==> config.mk <==
export PLATFORM = sky130hd
export DESIGN_NAME = adcseq_ctrl
export DESIGN_NICKNAME = d
export VERILOG_FILES = /design/src/rtl/adcseq_pkg.sv /design/src/rtl/adcseq_clkdiv.sv /design/src/rtl/adcseq_seq.sv /design/src/rtl/adcseq_regs.sv /design/src/rtl/adcseq_ctrl.sv
export SDC_FILE = /design/constraint.sdc
export NUM_CORES = 1
export LEC_CHECK = 0
export ABC_AREA = 1
export BUFFER_PORTS_ARGS = -buffer_cell sky130_fd_sc_hd__buf_2
export CAP_MARGIN = 25
export CORE_ASPECT_RATIO = 1.25
export CORE_MARGIN = 8
export CORE_UTILIZATION = 45
export DETAILED_ROUTE_END_ITERATION = 16
export PLACE_DENSITY = 0.66
export SYNTH_ARGS = -nofsm -noshare
export SYNTH_HDL_FRONTEND = slang
export SYNTH_SLANG_ARGS = --single-unit
export TNS_END_PERCENT = 10
==> constraint.sdc <==
create_clock -name clk -period 9.9 [get_ports clk]
set_input_delay 0.99 -clock clk [delete_from_list [all_inputs] [get_ports clk]]
set_output_delay 0.99 -clock clk [all_outputs]
set_load 0.05 [all_outputs]
==> src/rtl/adcseq_pkg.sv <==
package adcseq_pkg;
  localparam int ADDR_W = 8;
  localparam int BUS_W  = 32;
  localparam int RES_W  = 10;
  localparam int NCH    = 8;
  localparam int CH_W   = $clog2(NCH);
  localparam int AVG_W  = 4;
  localparam int PH_W   = 4;
  localparam int SCAN_W = 16;

  localparam logic [ADDR_W-1:0] A_STATUS  = 8'h00;
  localparam logic [ADDR_W-1:0] A_CLOCK   = 8'h0C;
  localparam logic [ADDR_W-1:0] A_CTRL_LO = 8'h10;
  localparam logic [ADDR_W-1:0] A_CTRL_HI = 8'h2C;
  localparam logic [ADDR_W-1:0] A_DATA_LO = 8'h30;
  localparam logic [ADDR_W-1:0] A_DATA_HI = 8'h6C;
  localparam logic [ADDR_W-1:0] A_SCAN_LO = 8'h70;
  localparam logic [ADDR_W-1:0] A_SCAN_HI = 8'h74;
  localparam logic [ADDR_W-1:0] A_AVG_LO  = 8'h78;
  localparam logic [ADDR_W-1:0] A_AVG_HI  = 8'h7C;

  // command fields, bits 9:1 of the status word
  typedef struct packed {
    logic             vref_int;
    logic [AVG_W-1:0] avg_k;
    logic             enable;
    logic [CH_W-1:0]  chan;
  } cmd_t;

  typedef enum logic {SQ_IDLE = 1'b0, SQ_RUN = 1'b1} sq_state_t;
endpackage

==> src/rtl/adcseq_clkdiv.sv <==
module adcseq_clkdiv #(
  parameter int PH_W = 4
) (
  input  logic            clk,
  input  logic            rst,
  input  logic [PH_W-1:0] lo_cnt,
  input  logic [PH_W-1:0] hi_cnt,
  output logic            cfg_valid,
  output logic            div_clk
);
  logic [PH_W-1:0] cnt_q;
  logic            ph_q;
  logic [PH_W-1:0] lim;

  assign cfg_valid = (lo_cnt != '0) && (hi_cnt != '0);
  assign lim       = ph_q ? (hi_cnt - 1'b1) : (lo_cnt - 1'b1);
  assign div_clk   = ph_q;

  always_ff @(posedge clk) begin
    if (rst || !cfg_valid) begin
      cnt_q <= '0;
      ph_q  <= 1'b0;
    end else if (cnt_q >= lim) begin
      cnt_q <= '0;
      ph_q  <= ~ph_q;
    end else begin
      cnt_q <= cnt_q + 1'b1;
    end
  end
endmodule

==> src/rtl/adcseq_seq.sv <==
module adcseq_seq
  import adcseq_pkg::*;
#(
  parameter int RES_W = 10,
  parameter int AVG_W = 4,
  parameter int CH_W  = 3
) (
  input  logic             clk,
  input  logic             rst,
  input  logic             start,
  input  logic             abort,
  input  logic [CH_W-1:0]  cfg_chan,
  input  logic [AVG_W-1:0] cfg_k,
  input  logic             cfg_vref,
  input  logic             adc_done,
  input  logic [RES_W-1:0] adc_data,
  output logic             busy,
  output logic             fin,
  output logic [RES_W-1:0] result,
  output logic [CH_W-1:0]  res_chan,
  output logic             adc_req,
  output logic [CH_W-1:0]  adc_chan,
  output logic             adc_vref_int
);
  localparam int MAXK  = (1 << AVG_W) - 1;
  localparam int ACC_W = RES_W + MAXK;
  localparam int CNT_W = MAXK + 1;

  sq_state_t        st_q;
  logic [ACC_W-1:0] acc_q, sum_d;
  logic [CNT_W-1:0] cnt_q, last_idx;
  logic [AVG_W-1:0] k_q;
  logic             req_q, fin_q, vref_q;
  logic [CH_W-1:0]  chan_q;
  logic [RES_W-1:0] res_q;
  logic [ACC_W-1:0] shifted;

  assign sum_d    = acc_q + {{(ACC_W-RES_W){1'b0}}, adc_data};
  assign last_idx = ({{(CNT_W-1){1'b0}}, 1'b1} << k_q) - 1'b1;
  assign shifted  = sum_d >> k_q;

  always_ff @(posedge clk) begin
    if (rst) begin
      st_q   <= SQ_IDLE;
      acc_q  <= '0;
      cnt_q  <= '0;
      k_q    <= '0;
      req_q  <= 1'b0;
      fin_q  <= 1'b0;
      chan_q <= '0;
      vref_q <= 1'b0;
      res_q  <= '0;
    end else begin
      fin_q <= 1'b0;
      req_q <= 1'b0;
      case (st_q)
        SQ_IDLE: begin
          if (start) begin
            st_q   <= SQ_RUN;
            acc_q  <= '0;
            cnt_q  <= '0;
            k_q    <= cfg_k;
            chan_q <= cfg_chan;
            vref_q <= cfg_vref;
            req_q  <= 1'b1;
          end
        end
        SQ_RUN: begin
          if (abort) begin
            st_q <= SQ_IDLE;
          end else if (adc_done) begin
            if (cnt_q == last_idx) begin
              st_q  <= SQ_IDLE;
              res_q <= shifted[RES_W-1:0];
              fin_q <= 1'b1;
            end else begin
              acc_q <= sum_d;
              cnt_q <= cnt_q + 1'b1;
              req_q <= 1'b1;
            end
          end
        end
        default: st_q <= SQ_IDLE;
      endcase
    end
  end

  assign busy         = (st_q == SQ_RUN);
  assign fin          = fin_q;
  assign result       = res_q;
  assign res_chan     = chan_q;
  assign adc_req      = req_q;
  assign adc_chan     = chan_q;
  assign adc_vref_int = vref_q;
endmodule

==> src/rtl/adcseq_regs.sv <==
module adcseq_regs
  import adcseq_pkg::*;
#(
  parameter int ADDR_W = 8,
  parameter int BUS_W  = 32,
  parameter int RES_W  = 10,
  parameter int NCH    = 8,
  parameter int CH_W   = 3,
  parameter int PH_W   = 4,
  parameter int SCAN_W = 16
) (
  input  logic              clk,
  input  logic              rst,
  input  logic              bus_wr,
  input  logic              bus_rd,
  input  logic [ADDR_W-1:0] bus_addr,
  input  logic [BUS_W-1:0]  bus_wdata,
  output logic [BUS_W-1:0]  bus_rdata,
  input  logic              busy,
  input  logic              clk_valid,
  input  logic              fin,
  input  logic [RES_W-1:0]  result,
  input  logic [CH_W-1:0]   res_chan,
  output logic              start,
  output logic              abort,
  output logic [PH_W-1:0]   lo_cnt,
  output logic [PH_W-1:0]   hi_cnt,
  output logic              irq
);
  localparam int CMD_W = $bits(cmd_t);

  cmd_t              cmd_q, cmd_in;
  logic [2*PH_W-1:0] clkw_q;
  logic [BUS_W-1:0]  ctrl_q [NCH];
  logic [RES_W-1:0]  chdat_q [NCH];
  logic [SCAN_W-1:0] scan_lo_q, scan_hi_q;
  logic              irq_q;
  logic [BUS_W-1:0]  rd_mux;

  logic              wr_stat, in_ctrl, in_data, aligned;
  logic [ADDR_W-1:0] ctrl_off, data_off;
  logic [CH_W-1:0]   ctrl_idx, data_idx;

  assign cmd_in   = cmd_t'(bus_wdata[CMD_W:1]);
  assign aligned  = (bus_addr[1:0] == 2'b00);
  assign ctrl_off = bus_addr - A_CTRL_LO;
  assign data_off = bus_addr - A_DATA_LO;
  assign ctrl_idx = ctrl_off[CH_W+1:2];
  assign data_idx = data_off[CH_W+2:3];
  assign in_ctrl  = aligned && (bus_addr >= A_CTRL_LO) && (bus_addr <= A_CTRL_HI);
  assign in_data  = aligned && (bus_addr >= A_DATA_LO) && (bus_addr <= A_DATA_HI);
  assign wr_stat  = bus_wr && (bus_addr == A_STATUS);

  assign start  = wr_stat && !busy && bus_wdata[0] && cmd_in.enable && clk_valid;
  assign abort  = wr_stat && busy && !cmd_in.enable;
  assign lo_cnt = clkw_q[PH_W-1:0];
  assign hi_cnt = clkw_q[2*PH_W-1:PH_W];
  assign irq    = irq_q;

  always_ff @(posedge clk) begin
    if (rst) begin
      cmd_q     <= '0;
      clkw_q    <= '0;
      scan_lo_q <= '0;
      scan_hi_q <= '0;
      for (int i = 0; i < NCH; i++) ctrl_q[i] <= '0;
    end else if (bus_wr) begin
      if (bus_addr == A_STATUS) begin
        if (!busy || !cmd_in.enable) cmd_q <= cmd_in;
      end
      if (bus_addr == A_CLOCK)   clkw_q    <= bus_wdata[2*PH_W-1:0];
      if (bus_addr == A_SCAN_LO) scan_lo_q <= bus_wdata[SCAN_W-1:0];
      if (bus_addr == A_SCAN_HI) scan_hi_q <= bus_wdata[SCAN_W-1:0];
      if (in_ctrl)               ctrl_q[ctrl_idx] <= bus_wdata;
    end
  end

  always_ff @(posedge clk) begin
    if (rst) begin
      for (int i = 0; i < NCH; i++) chdat_q[i] <= '0;
    end else if (fin) begin
      chdat_q[res_chan] <= result;
    end
  end

  always_ff @(posedge clk) begin
    if (rst)                                  irq_q <= 1'b0;
    else if (fin)                             irq_q <= 1'b1;
    else if (bus_rd && bus_addr == A_AVG_HI)  irq_q <= 1'b0;
  end

  always_comb begin
    rd_mux = '0;
    if (bus_addr == A_STATUS)
      rd_mux = {{(BUS_W-CMD_W-1){1'b0}}, cmd_q, busy};
    else if (bus_addr == A_CLOCK)
      rd_mux = {{(BUS_W-2*PH_W){1'b0}}, clkw_q};
    else if (bus_addr == A_SCAN_LO)
      rd_mux = {{(BUS_W-SCAN_W){1'b0}}, scan_lo_q};
    else if (bus_addr == A_SCAN_HI)
      rd_mux = {{(BUS_W-SCAN_W){1'b0}}, scan_hi_q};
    else if (bus_addr == A_AVG_HI)
      rd_mux = {{(BUS_W-RES_W){1'b0}}, result};
    else if (in_ctrl)
      rd_mux = ctrl_q[ctrl_idx];
    else if (in_data && data_off[2])
      rd_mux = {{(BUS_W-RES_W){1'b0}}, chdat_q[data_idx]};
  end

  always_ff @(posedge clk) begin
    if (rst)         bus_rdata <= '0;
    else if (bus_rd) bus_rdata <= rd_mux;
    else             bus_rdata <= '0;
  end
endmodule

==> src/rtl/adcseq_ctrl.sv <==
module adcseq_ctrl
  import adcseq_pkg::*;
#(
  parameter int ADDR_W = adcseq_pkg::ADDR_W,
  parameter int BUS_W  = adcseq_pkg::BUS_W,
  parameter int RES_W  = adcseq_pkg::RES_W,
  parameter int NCH    = adcseq_pkg::NCH,
  parameter int AVG_W  = adcseq_pkg::AVG_W,
  parameter int PH_W   = adcseq_pkg::PH_W,
  parameter int SCAN_W = adcseq_pkg::SCAN_W,
  localparam int CH_W  = $clog2(NCH)
) (
  input  logic              clk,
  input  logic              rst,
  input  logic              bus_wr,
  input  logic              bus_rd,
  input  logic [ADDR_W-1:0] bus_addr,
  input  logic [BUS_W-1:0]  bus_wdata,
  output logic [BUS_W-1:0]  bus_rdata,
  output logic              irq,
  output logic              adc_clk,
  output logic              adc_req,
  output logic [CH_W-1:0]   adc_chan,
  output logic              adc_vref_int,
  input  logic              adc_done,
  input  logic [RES_W-1:0]  adc_data
);
  logic             busy, fin, clk_valid, start, abort;
  logic [RES_W-1:0] result;
  logic [CH_W-1:0]  res_chan;
  logic [PH_W-1:0]  lo_cnt, hi_cnt;
  cmd_t             cmd_in;

  assign cmd_in = cmd_t'(bus_wdata[$bits(cmd_t):1]);

  adcseq_regs #(
    .ADDR_W(ADDR_W), .BUS_W(BUS_W), .RES_W(RES_W), .NCH(NCH),
    .CH_W(CH_W), .PH_W(PH_W), .SCAN_W(SCAN_W)
  ) regs_i (
    .clk(clk), .rst(rst), .bus_wr(bus_wr), .bus_rd(bus_rd),
    .bus_addr(bus_addr), .bus_wdata(bus_wdata), .bus_rdata(bus_rdata),
    .busy(busy), .clk_valid(clk_valid), .fin(fin), .result(result),
    .res_chan(res_chan), .start(start), .abort(abort),
    .lo_cnt(lo_cnt), .hi_cnt(hi_cnt), .irq(irq)
  );

  adcseq_clkdiv #(.PH_W(PH_W)) div_i (
    .clk(clk), .rst(rst), .lo_cnt(lo_cnt), .hi_cnt(hi_cnt),
    .cfg_valid(clk_valid), .div_clk(adc_clk)
  );

  adcseq_seq #(.RES_W(RES_W), .AVG_W(AVG_W), .CH_W(CH_W)) seq_i (
    .clk(clk), .rst(rst), .start(start), .abort(abort),
    .cfg_chan(cmd_in.chan), .cfg_k(cmd_in.avg_k), .cfg_vref(cmd_in.vref_int),
    .adc_done(adc_done), .adc_data(adc_data), .busy(busy), .fin(fin),
    .result(result), .res_chan(res_chan), .adc_req(adc_req),
    .adc_chan(adc_chan), .adc_vref_int(adc_vref_int)
  );
endmodule

# After elaboration in Yosys (flattened, before gate mapping)
# Memory sizes are Yosys's and may differ from the RTL's.
# Cells that the tools add are included.
# Widths: inputs -> output; s select.
dict set report totals {
  ff_bits 149
  ram_bits 336
  input_bits 55
  out_inout_bits 39
  elab_cells 135
  memories 2
}
# memory words width rd rd_clocked_by_memory_dff wr line
set mem_list {}
lappend mem_list {regs_i.ctrl_q 8 32 1 0 8 adcseq_regs.sv:34} ;# logic [BUS_W-1:0] ctrl_q [NCH];
lappend mem_list {regs_i.chdat_q 8 10 1 0 8 adcseq_regs.sv:35} ;# logic [RES_W-1:0] chdat_q [NCH];
dict set report op_classes {
  addsub 8
  magnitude_cmp 5
  n_eq_ne 9
  shift 2
  mux 44
  bitwise_logic 5
  reduce_logical 38
}
# operator count
set ops {}
lappend ops {{$mux 16} 7}
lappend ops {{$mux 25} 4}
lappend ops {{$mux 32} 2}
lappend ops {{$pmux 25 s2} 1}
lappend ops {{$mux 10} 4}
lappend ops {{$pmux 16 s2} 1}
lappend ops {{$reduce_or 32->1} 1}
lappend ops {{$add 25x10->25} 1}
lappend ops {{$shr 25x4->10} 1}
lappend ops {{$eq 8x7->1 const B} 3}
lappend ops {{$mux 1} 20}
lappend ops {{$add 16x1->16 const B} 1}
lappend ops {{$eq 16x16->1} 1}
lappend ops {{$shl 1x4->16 const A} 1}
lappend ops {{$sub 16x1->16 const B} 1}
lappend ops {{$logic_and 1x1->1} 14}
lappend ops {{$reduce_or 10->1} 1}
lappend ops {{$eq 8x4->1 const B} 1}
lappend ops {{$ge 8x5->1 const B} 1}
lappend ops {{$ge 8x6->1 const B} 1}
lappend ops {{$le 8x6->1 const B} 1}
lappend ops {{$le 8x7->1 const B} 1}
lappend ops {{$logic_not 8->1} 1}
lappend ops {{$ne 2x2->1 const B} 4}
lappend ops {{20 further kinds} 37}

# Depth between registers and ports, before layout
# Gate-level depths: netlist of run 1.
dict set report logic_depth {
  ltp_word 11
  ltp_mapped 21
  mapped_depth_nobuf 19
}

# Cells and area by module
# Synthesis of run 1 repeated with hierarchy kept, for this count alone.
dict set report hier_totals {
  hier_cells 2795
  area_unflattened_um2 23507.5
}
# mod n_inst cells_per_inst area_per_inst_um2 seq_area_each_um2
set modules_own_cells {}
lappend modules_own_cells {adcseq_regs 1 1799 17775.8 11731.3}
lappend modules_own_cells {adcseq_seq 1 937 5325.1 1241.2}
lappend modules_own_cells {adcseq_clkdiv 1 59 406.6 100.1}

# Least setup slack after synthesis of run 1
# OpenSTA, ideal clock, no wires.
dict set report synth_timing {
  path_kind {input port to flip-flop}
  start {input port bus_addr[4]}
  end {memory regs_i.ctrl_q[6][0] (enable)}
  setup_ns 0.389
  arrival_time_ns 3.829
  slack_ns 5.681
  stages 14
  path_buffers 4
  path_cell_list {buf_2 > inv_1 > clkbuf_1 > clkbuf_1 > ha_1 > nand2_1 > o21ai_0 > nand2_1 > inv_2 > nand3_1 > nor2_1 > nand2_1 > buf_2 > nand2_1}
}
# item line
set synth_rtl {}
lappend synth_rtl {{start, declared} adcseq_ctrl.sv:17} ;# input logic [ADDR_W-1:0] bus_addr,
lappend synth_rtl {{end, declared} adcseq_regs.sv:34}

# Final worst setup path of run 1
dict set report layout_timing {
  start {register seq_i.k_q[1]}
  end {register seq_i.acc_q[14]}
}
dict set report layout_via {
  elab_chain_len 5
}
# item line
set layout_lines {}
lappend layout_lines {{start, declared} adcseq_seq.sv:32} ;# logic [AVG_W-1:0] k_q;
lappend layout_lines {{start signal, assigned} adcseq_seq.sv:62} ;# k_q <= cfg_k;
lappend layout_lines {{$shl 1x4->16} adcseq_seq.sv:39} ;# assign last_idx = ({{(CNT_W-1){1'b0}}, 1'b1} << k_q) - 1'b1;
lappend layout_lines {{$sub 16x1->16} adcseq_seq.sv:39}
lappend layout_lines {{$eq 16x16->1} adcseq_seq.sv:72} ;# if (cnt_q == last_idx) begin
lappend layout_lines {{$ne 2x2->1 (no line)} -}
lappend layout_lines {{$reduce_and 4->1 (no line)} -}
lappend layout_lines {{end signal, assigned} adcseq_seq.sv:77} ;# acc_q <= sum_d;
lappend layout_lines {{end, declared} adcseq_seq.sv:30} ;# logic [ACC_W-1:0] acc_q, sum_d;
# No other way between the ends.
# A chain may end at the register's enable or synchronous reset.

==> results.md, run 1 <==
| Step | Quantity | Value |
|---|---|---|
| setup path | Crit Reg-Reg Endpoint | seq_i.acc_q[14]$_SDFFE_PP0P_ |
| route | First DRT Iteration DRCs | 1,861 |
| setup path | Critical path startpoint category | flip-flop |
| yosys | Most instantiated cells after synthesis | sky130_fd_sc_hd__nor2_1 (533), sky130_fd_sc_hd__nand2_1 (482), sky130_fd_sc_hd__edfxtp_1 (336) |
| place | Weighted congestion at the end of routability-driven global placement | 1.01 |
| timing | Final setup viols | 0 |
| floorplan | Die Wd | 220 um |
| floorplan | Die area | 0.0595 mm^2 |
| power and ir drop | Largest vdd supply drop | 0.000120 V |
| yosys | Yosys reg bits | 485 |
| yosys | Top_reg_cell synth | sky130_fd_sc_hd__edfxtp_1 |
| yosys | Largest cells by area after synthesis | sky130_fd_sc_hd__edfxtp_1 (43%), sky130_fd_sc_hd__dfxtp_1 (13%), sky130_fd_sc_hd__nor2_1 (8.6%) |
| yosys | Most instantiated library cell after synthesis | sky130_fd_sc_hd__nor2_1 |
| power and ir drop | Sw Pwr | 1.02 mW |
| yosys | Ys async rst share | 0% |
| place | Placed Instance Area | 0.0243 mm^2 |
| clock network | Clk_lat worst skew | 600 ps |
| route | Via count | 19,500 |
| status | Status | finished clean |
| global routing | Aggregate global routing overflow | 0 |
| clock network | Number of buffers inserted during clock tree synthesis | 48 |
| setup path | Maximum fanout along the worst path | 41 |
| power and ir drop | Share of total power in the clock network | 43.0% |
| setup path | Type of destination of the critical path | flip-flop |
| power and ir drop | Power density of the placed cells | 170 mW/mm^2 |
| clock network | Quantity of hold-fixing buffers added after cts | 0 |
| route | DRT antenna net count | 0 |
| floorplan | Initial Util | 45.4% |
| final layout | Combined area of the multi-input logic cells | 0.00889 mm^2 |
| route | Routed WL | 72,000 um |
| power and ir drop | Leak pwr | 10.2 nW |
| timing | Crit share post-route | 50.5% |
| clock network | Clk buf depth | 3 |
| global routing | Pin count of the biggest net entering global routing | 83 |
| final layout | Sequential cell area | 0.0131 mm^2 |
| power and ir drop | Net switching share of the total power | 23.0% |
| setup path | Worst-case reg-to-reg path depth | 16 |
| final layout | Area Overhead vs Synth | 11.0% |
| yosys | Sequential-to-total area share from yosys stat | 55.9% |
| power and ir drop | Share of power burned in registers | 51.1% |
| yosys | Number of flops mapped to enable cells by yosys | 336 |
| run | Max Cap Violations | 0 |
| yosys | Syn avg cell area | 8.58 um^2 |
| yosys | Post-Syn Nets | 2,801 |
| yosys | Post-Syn Instances | 2,723 |
| floorplan | Y dimension of the die | 271 um |
| setup path | Worst EP arrival | 5520 ps |
| place | Number of buffers added on ports | 93 |
| min path | Type of the worst min-delay path | reg2reg |
| global routing | Number of antenna violations at the first check in global routing | 0 |
| global routing | Vias in the first global route | 19,200 |
| final layout | Final design area excluding fillers | 0.0259 mm^2 |
| timing | Relative slew slack | 34.4% |
| clock network | Clock root buffer | sky130_fd_sc_hd__clkbuf_16 |
| power and ir drop | Combinational share of power | 6.0% |
| clock network | Clock-pin transition on the worst setup and hold timing paths | 60 ps |
| setup path | Critical path class | reg2reg |
| route | Via-to-Cell Ratio | 5.67 |
| setup path | CP endpoint | seq_i.acc_q[14]$_SDFFE_PP0P_ |
| global routing | Global Route Usage Sum | 23.7% |
| yosys | Most area-hungry cell type in the Yosys netlist | sky130_fd_sc_hd__edfxtp_1 |
| setup path | Launch instance of the worst register-to-register path | seq_i.k_q[1]$_SDFFE_PP0P_ |
| final layout | Number of antenna diodes | 0 |
| timing | Final worst clock skew | 16.8 ps |
| place | DP HPWL | 50,500 um |
| timing | Max Freq | 200 MHz |
| timing | Setup total negative slack | 0 ps |
| final layout | Share of final-layout standard cells stronger than drive strength 1 | 8.31% |
| floorplan | Core area | 0.0514 mm^2 |
| route | Number of design rule violations left after detail routing | 0 |
| global routing | Wire length of the first global-routing pass | 110,000 um |
| timing | Max-slew violation count | 0 |
| yosys | Synth Warn # | 0 |
| final layout | Layout fillers | 4,860 |
| timing | Setup repair after global routing missed its margin | false |
| floorplan | Number of placement rows | 93 |
| setup path | Reg-to-reg setup timing slack | 4900 ps |
| floorplan | Boundary Pins | 94 |
| yosys | Synth top area share | 43.2% |
| clock network | Post-cts resize count | 0 |
| yosys | Post-synthesis instance area | 0.0234 mm^2 |
| clock network | Maximum level of the CTS H-tree | 2 |
| power and ir drop | Internal | 3.40 mW |
| timing | Worst slew pin tran | 982 ps |
| clock network | Clk sink count | 485 |
| timing | Final Hold Violating Endpoints | 0 |
| route | Wire length per cell after detailed routing | 20.9 um |
| clock network | Post-CTS setup repair buffer count | 0 |
| clock network | TritonCTS clock tree | built |
| setup path | Crit path from | seq_i.k_q[1]$_SDFFE_PP0P_ |
| yosys | Netlist cell types | 46 |
| route | Total iterations of the first detailed-routing run | 6 |
| timing | Shortest period the worst path allows | 5000 ps |
| setup path | Data required, critical path | 10,420 ps |
| final layout | Layout net count | 2,820 |
-- power groups by stage --
stage	Combinational (mW)	Sequential [mW]	Clock, mW
finish	0.264	2.25	1.90
floorplan	0.153	2.29	0
detailed placement	0.262	2.30	0
global placement	0.260	2.29	0
CTS	0.263	2.25	1.92
global route	0.282	2.26	1.99
-- worst min-delay path by stage --
stage                                            start  depth (start not counted)                            to  slack (ps)
after floorplan           regs_i.cmd_q[1]$_SDFFE_PP0P_                          2  regs_i.cmd_q[1]$_SDFFE_PP0P_         420
after global placement    regs_i.cmd_q[5]$_SDFFE_PP0P_                          2  regs_i.cmd_q[5]$_SDFFE_PP0P_         430
after detailed placement  regs_i.cmd_q[3]$_SDFFE_PP0P_                          2  regs_i.cmd_q[3]$_SDFFE_PP0P_         430
after CTS                 regs_i.cmd_q[2]$_SDFFE_PP0P_                          2  regs_i.cmd_q[2]$_SDFFE_PP0P_         440
after global routing      regs_i.cmd_q[4]$_SDFFE_PP0P_                          2  regs_i.cmd_q[4]$_SDFFE_PP0P_         470
final                     regs_i.cmd_q[2]$_SDFFE_PP0P_                          2  regs_i.cmd_q[2]$_SDFFE_PP0P_         440
-- metrics by stage --
stage | instances | total power [mW] | hold slack, ps | worst slack (ps) | utilization [%]
5_1_grt | 3445 | 4.53 | 472 | 4410 | 50.4
2_1_floorplan | 2723 | 2.44 | 420 | 5680 | -
4_1_cts | 3443 | 4.44 | 444 | 5010 | 50.4
6_report | 3445 | 4.41 | 440 | 4900 | 50.4
3_5_place_dp | 3355 | 2.56 | 433 | 4580 | 47.2
3_3_place_gp | 3353 | 2.55 | 429 | 4490 | 47.1
-- cell families (layout without fill, tap and decap cells) --
logic type	count (synthesis)	after routing	share of synthesized area, %
DFF	485	485	55.9
adders and majority gates	23	23	1.26
buffers and inverters	359	416	6.00
muxes	39	39	1.67
and+or+nand+nor	1343	1343	23.7
AOI/OAI and AO/OA	452	452	10.6
xor gates and xnor gates	22	22	0.825
-- critical path, cell delays in order (launching register included) --
cell and delay, ps:
sky130_fd_sc_hd__dfxtp_1 960, sky130_fd_sc_hd__inv_1 610, sky130_fd_sc_hd__nand3_1 240, sky130_fd_sc_hd__ha_1 270
sky130_fd_sc_hd__nand2_1 180, sky130_fd_sc_hd__inv_1 120, sky130_fd_sc_hd__nand2_1 70, sky130_fd_sc_hd__nand3_1 110
sky130_fd_sc_hd__nand2_1 60, sky130_fd_sc_hd__nor2_1 120, sky130_fd_sc_hd__nand2_1 80, sky130_fd_sc_hd__nor2_2 130
sky130_fd_sc_hd__nand2_2 320, sky130_fd_sc_hd__nand2_2 770, sky130_fd_sc_hd__nand2_2 490, sky130_fd_sc_hd__nor2_1 230
sky130_fd_sc_hd__o21a_1 140
-- routing by layer --
metal  global-route usage, %  part of all wire [%]
met1                    25.6                    36
met2                    43.2                    52
met3                    2.81                   5.5
met4                    14.8                   6.6
met5                       0                     0
-- final cells by class --
class	count	share of cell area [%]
multi-input cells	1879	34.3
flip-flops and latches	485	50.4
well taps	665	3.21
repair buffers	123	2.87
clock buffers	58	5.05
clock inverters	30	1.24
inverters	205	2.97
-- layout by cell type (no fill, tap or decap), types with 20 or more instances in the layout --
cell type                   Yosys  final
sky130_fd_sc_hd__a21oi_1      167    167
sky130_fd_sc_hd__edfxtp_1     336    336
sky130_fd_sc_hd__ha_1          22     22
sky130_fd_sc_hd__nand2_1      482    482
sky130_fd_sc_hd__o21ai_0      169    169
sky130_fd_sc_hd__buf_4          1     29
sky130_fd_sc_hd__clkinv_1      14     20
sky130_fd_sc_hd__nor2_1       533    533
sky130_fd_sc_hd__inv_1        184    182
sky130_fd_sc_hd__o22ai_1       73     73
sky130_fd_sc_hd__dfxtp_1      149    149
sky130_fd_sc_hd__mux2i_1       39     39
sky130_fd_sc_hd__buf_2         35     91
sky130_fd_sc_hd__clkbuf_16      0     48
sky130_fd_sc_hd__nand3_1      265    265
-- sequential cells by signal, summed over array words and instances, names as in the netlist, 3 cells and up --
| signal | count |
|---|---|
| regs_i.scan_lo_q | 16 |
| seq_i.cnt_q | 16 |
| regs_i.ctrl_q | 256 |
| seq_i.acc_q | 25 |
| seq_i.result | 10 |
| regs_i.cmd_q | 9 |
| regs_i.bus_rdata | 32 |
| regs_i.clkw_q | 8 |
| div_i.cnt_q | 4 |
| regs_i.scan_hi_q | 16 |
| seq_i.adc_chan | 3 |
| seq_i.k_q | 4 |
| regs_i.chdat_q | 80 |
Note: power is estimated with default switching activity, not from simulation.
==> run 2, diff against run 1 <==
- clock period: 9.9 -> 4.81 ns (I/O delays scaled with it)
==> run 2 against run 1 <==
Compared with the run above: setup slack got worse by 3900 ps; global-route usage decreased by 1.1 points; clock skew increased by 11 ps; total power increased by 99%; fmax increased by 31%; highest routed layer unchanged; non-clock buffer count increased by 8; critical path depth increased by 1; routed wire length decreased by 4.3%; sequential share of layout area increased by 0.14 points; die area unchanged; largest power group unchanged.
==> results.md, run 2 (synthesis gave the netlist of run 1 again) <==
| Step | Quantity | Value | Change |
|---|---|---|---|
| status | Status | finished clean | unchanged |
| timing | Final setup viols | 0 | unchanged |
| global routing | Global Route Usage Sum | 22.6% | was 23.7% |
| route | Wire length per cell after detailed routing | 20.0 um | was 20.9 um |
| setup path | Worst EP arrival | 4280 ps | was 5520 ps |
| route | Number of design rule violations left after detail routing | 0 | unchanged |
| power and ir drop | Leak pwr | 10.1 nW | was 10.2 nW |
| final layout | Share of final-layout standard cells stronger than drive strength 1 | 8.06% | was 8.31% |
| min path | Type of the worst min-delay path | in2reg | was reg2reg |
| route | First DRT Iteration DRCs | 1,769 | was 1,861 |
| route | Total iterations of the first detailed-routing run | 5 | was 6 |
| clock network | Clk sink count | 485 | unchanged |
| run | Max Cap Violations | 0 | unchanged |
| final layout | Sequential cell area | 0.0131 mm^2 | unchanged |
| power and ir drop | Largest vdd supply drop | 0.000260 V | was 0.000120 V |
| clock network | Clock-pin transition on the worst setup and hold timing paths | 60 ps | about the same |
| setup path | Maximum fanout along the worst path | 33 | was 41 |
| floorplan | Number of placement rows | 93 | unchanged |
| clock network | TritonCTS clock tree | built | unchanged |
| place | Weighted congestion at the end of routability-driven global placement | 0.983 | was 1.01 |
| setup path | Data required, critical path | 5280 ps | was 10,420 ps |
| timing | Max-slew violation count | 0 | unchanged |
| clock network | Post-CTS setup repair buffer count | 0 | unchanged |
| route | Via-to-Cell Ratio | 5.65 | was 5.67 |
| global routing | Wire length of the first global-routing pass | 107,000 um | was 110,000 um |
| place | Worst slack at placement | 1000 ps | was 4580 ps |
| global routing | Aggregate global routing overflow | 0 | unchanged |
| route | Routed WL | 69,000 um | was 72,000 um |
| timing | Worst slew pin tran | 1030 ps | was 982 ps |
| final layout | Flip-flop count of the largest register, all copies and words added | 256 | unchanged |
| place | Placed Instance Area | 0.0243 mm^2 | about the same |
| global routing | Met2 demand-to-capacity share in global routing | 39.9% | was 43.2% |
| final layout | Number of antenna diodes | 0 | unchanged |
| final layout | Layout net count | 2,830 | was 2,820 |
| final layout | Combined area of the multi-input logic cells | 0.00889 mm^2 | unchanged |
| timing | Setup repair after global routing missed its margin | false | unchanged |
| final layout | Register containing the most flip-flops in the final layout | regs_i.ctrl_q | unchanged |
| global routing | Global routing met1 resource utilization | 26.4% | was 25.6% |
| timing | Worst setup margin | 1000 ps | was 4900 ps |
| power and ir drop | Power density of the placed cells | 340 mW/mm^2 | was 170 mW/mm^2 |
| timing | Max Freq | 263 MHz | was 200 MHz |
| place | Number of buffers added on ports | 93 | unchanged |
| floorplan | Core area | 0.0514 mm^2 | unchanged |
| route | Via count | 19,500 | about the same |
| clock network | Maximum level of the CTS H-tree | 2 | unchanged |
| global routing | Met3 track utilization from global routing | 3.96% | was 2.81% |
| floorplan | Y dimension of the die | 271 um | unchanged |
| clock network | Clk_lat worst skew | 600 ps | about the same |
| route | DRT antenna net count | 0 | unchanged |
| global routing | Gr busiest metal | met2 | unchanged |
| clock network | Clk buf depth | 3 | unchanged |
| global routing | Number of antenna violations at the first check in global routing | 0 | unchanged |
| floorplan | Initial Util | 45.4% | unchanged |
| timing | Crit share post-route | 79.2% | was 50.5% |
| place | DP HPWL | 45,300 um | was 50,500 um |
| final layout | Commonest non-fill, non-tap cell in the layout | sky130_fd_sc_hd__nor2_1 | unchanged |
| global routing | Vias in the first global route | 19,200 | about the same |
| timing | Final worst clock skew | 28.1 ps | was 16.8 ps |
| global routing | Pin count of the biggest net entering global routing | 76 | was 83 |
| final layout | Top Registers | regs_i.ctrl_q: 256 flops, regs_i.chdat_q: 80 flops, regs_i.bus_rdata: 32 flops | unchanged |
| setup path | Critical path startpoint category | flip-flop | unchanged |
| timing | Shortest period the worst path allows | 3810 ps | was 5000 ps |
| floorplan | Die Wd | 220 um | unchanged |
| final layout | Layout fillers | 4,798 | was 4,860 |
| timing | Final Hold Violating Endpoints | 0 | unchanged |
| setup path | Critical path class | reg2reg | unchanged |
| clock network | Quantity of hold-fixing buffers added after cts | 0 | unchanged |
| timing | Relative slew slack | 30.7% | was 34.4% |
| clock network | Number of buffers inserted during clock tree synthesis | 50 | was 48 |
| setup path | Type of destination of the critical path | flip-flop | unchanged |
| final layout | Most used cells in the layout excluding fill and tap cells | sky130_fd_sc_hd__nor2_1 (533), sky130_fd_sc_hd__nand2_1 (482), sky130_fd_sc_hd__edfxtp_1 (336), sky130_fd_sc_hd__nand3_1 (265), sky130_fd_sc_hd__inv_1 (182) | unchanged |
| timing | Setup total negative slack | 0 ps | unchanged |
| clock network | Clock root buffer | sky130_fd_sc_hd__clkbuf_16 | unchanged |
| final layout | Final design area excluding fillers | 0.0259 mm^2 | about the same |
| floorplan | Die area | 0.0595 mm^2 | unchanged |
| power and ir drop | Total Power Consumption | 8.80 mW | was 4.41 mW |
| clock network | Post-cts resize count | 0 | unchanged |
| final layout | Area Overhead vs Synth | 10.7% | was 11.0% |
| floorplan | Boundary Pins | 94 | unchanged |
## run 2: cell types whose count changed in the layout (fill, tap and decap cells not counted), sizes merged
cell and change:
clkinvlp -3, bufinv -6, clkbuf +19, clkinv -7
buf +8, inv -1
## run 2: worst max-delay path: stages, from the launching register on
cell	delay (ps)
sky130_fd_sc_hd__dfxtp_1	500
sky130_fd_sc_hd__nor2_2	520
sky130_fd_sc_hd__nand3_1	160
sky130_fd_sc_hd__ha_1	330
sky130_fd_sc_hd__or2_2	110
sky130_fd_sc_hd__nand2_1	40
sky130_fd_sc_hd__nor2_1	80
sky130_fd_sc_hd__nand2_1	60
sky130_fd_sc_hd__nor2_1	80
sky130_fd_sc_hd__nand2_1	70
sky130_fd_sc_hd__nor2_1	150
sky130_fd_sc_hd__nand2_1	90
sky130_fd_sc_hd__nor2_2	130
sky130_fd_sc_hd__nand2_2	310
sky130_fd_sc_hd__nand2_2	320
sky130_fd_sc_hd__buf_4	410
sky130_fd_sc_hd__a21oi_1	80
sky130_fd_sc_hd__o21a_1	200
## run 2: path summary, 6_finish.rpt
kind,from,endpoint,slack [ps],cells past startpoint
setup / recovery,seq_i.k_q[3]$_SDFFE_PP0P_,seq_i.acc_q[21]$_SDFFE_PP0P_,1000,17
hold / removal,bus_wdata[13],regs_i.scan_hi_q[13]$_SDFFE_PP0P_,170,3
setup reg to reg,seq_i.k_q[3]$_SDFFE_PP0P_,seq_i.acc_q[21]$_SDFFE_PP0P_,1000,17
hold reg to reg,regs_i.cmd_q[3]$_SDFFE_PP0P_,regs_i.cmd_q[3]$_SDFFE_PP0P_,440,2
## run 2: final cells by class
| type | count | area share (%) |
|---|---|---|
| Multi-Input combinational cell | 1879 | 34.4 |
| Clock buffer | 77 | 5.46 |
| Tap cell | 665 | 3.22 |
| Timing Repair Buffer | 131 | 3.05 |
| Clock inverter | 13 | 0.387 |
| Sequential cell | 485 | 50.5 |
| Inverter | 205 | 2.97 |
## run 2: report_power, final
part	internal, mW	switching [mW]
Sequential	4.59	0.0396
Clock	2.03	1.62
Combinational	0.135	0.377
Total	6.76	2.04
## run 2: per-layer routing
metal  up-vias  share of wire [%]
met2       732                 51
li1       9277                  -
met1      9320                 39
met4         0                4.4
met5         -                  0
met3       201                6.3
## run 2: metrics by stage
| step | hold WS (ps) | instances | util, % |
|---|---|---|---|
| floorplan | 420 | 2723 | - |
| global placement | 431 | 3364 | 47.3 |
| detailed placement | 437 | 3364 | 47.3 |
| CTS | 150 | 3454 | 50.2 |
| global route | 166 | 3455 | 50.3 |
| finish | 173 | 3455 | 50.3 |
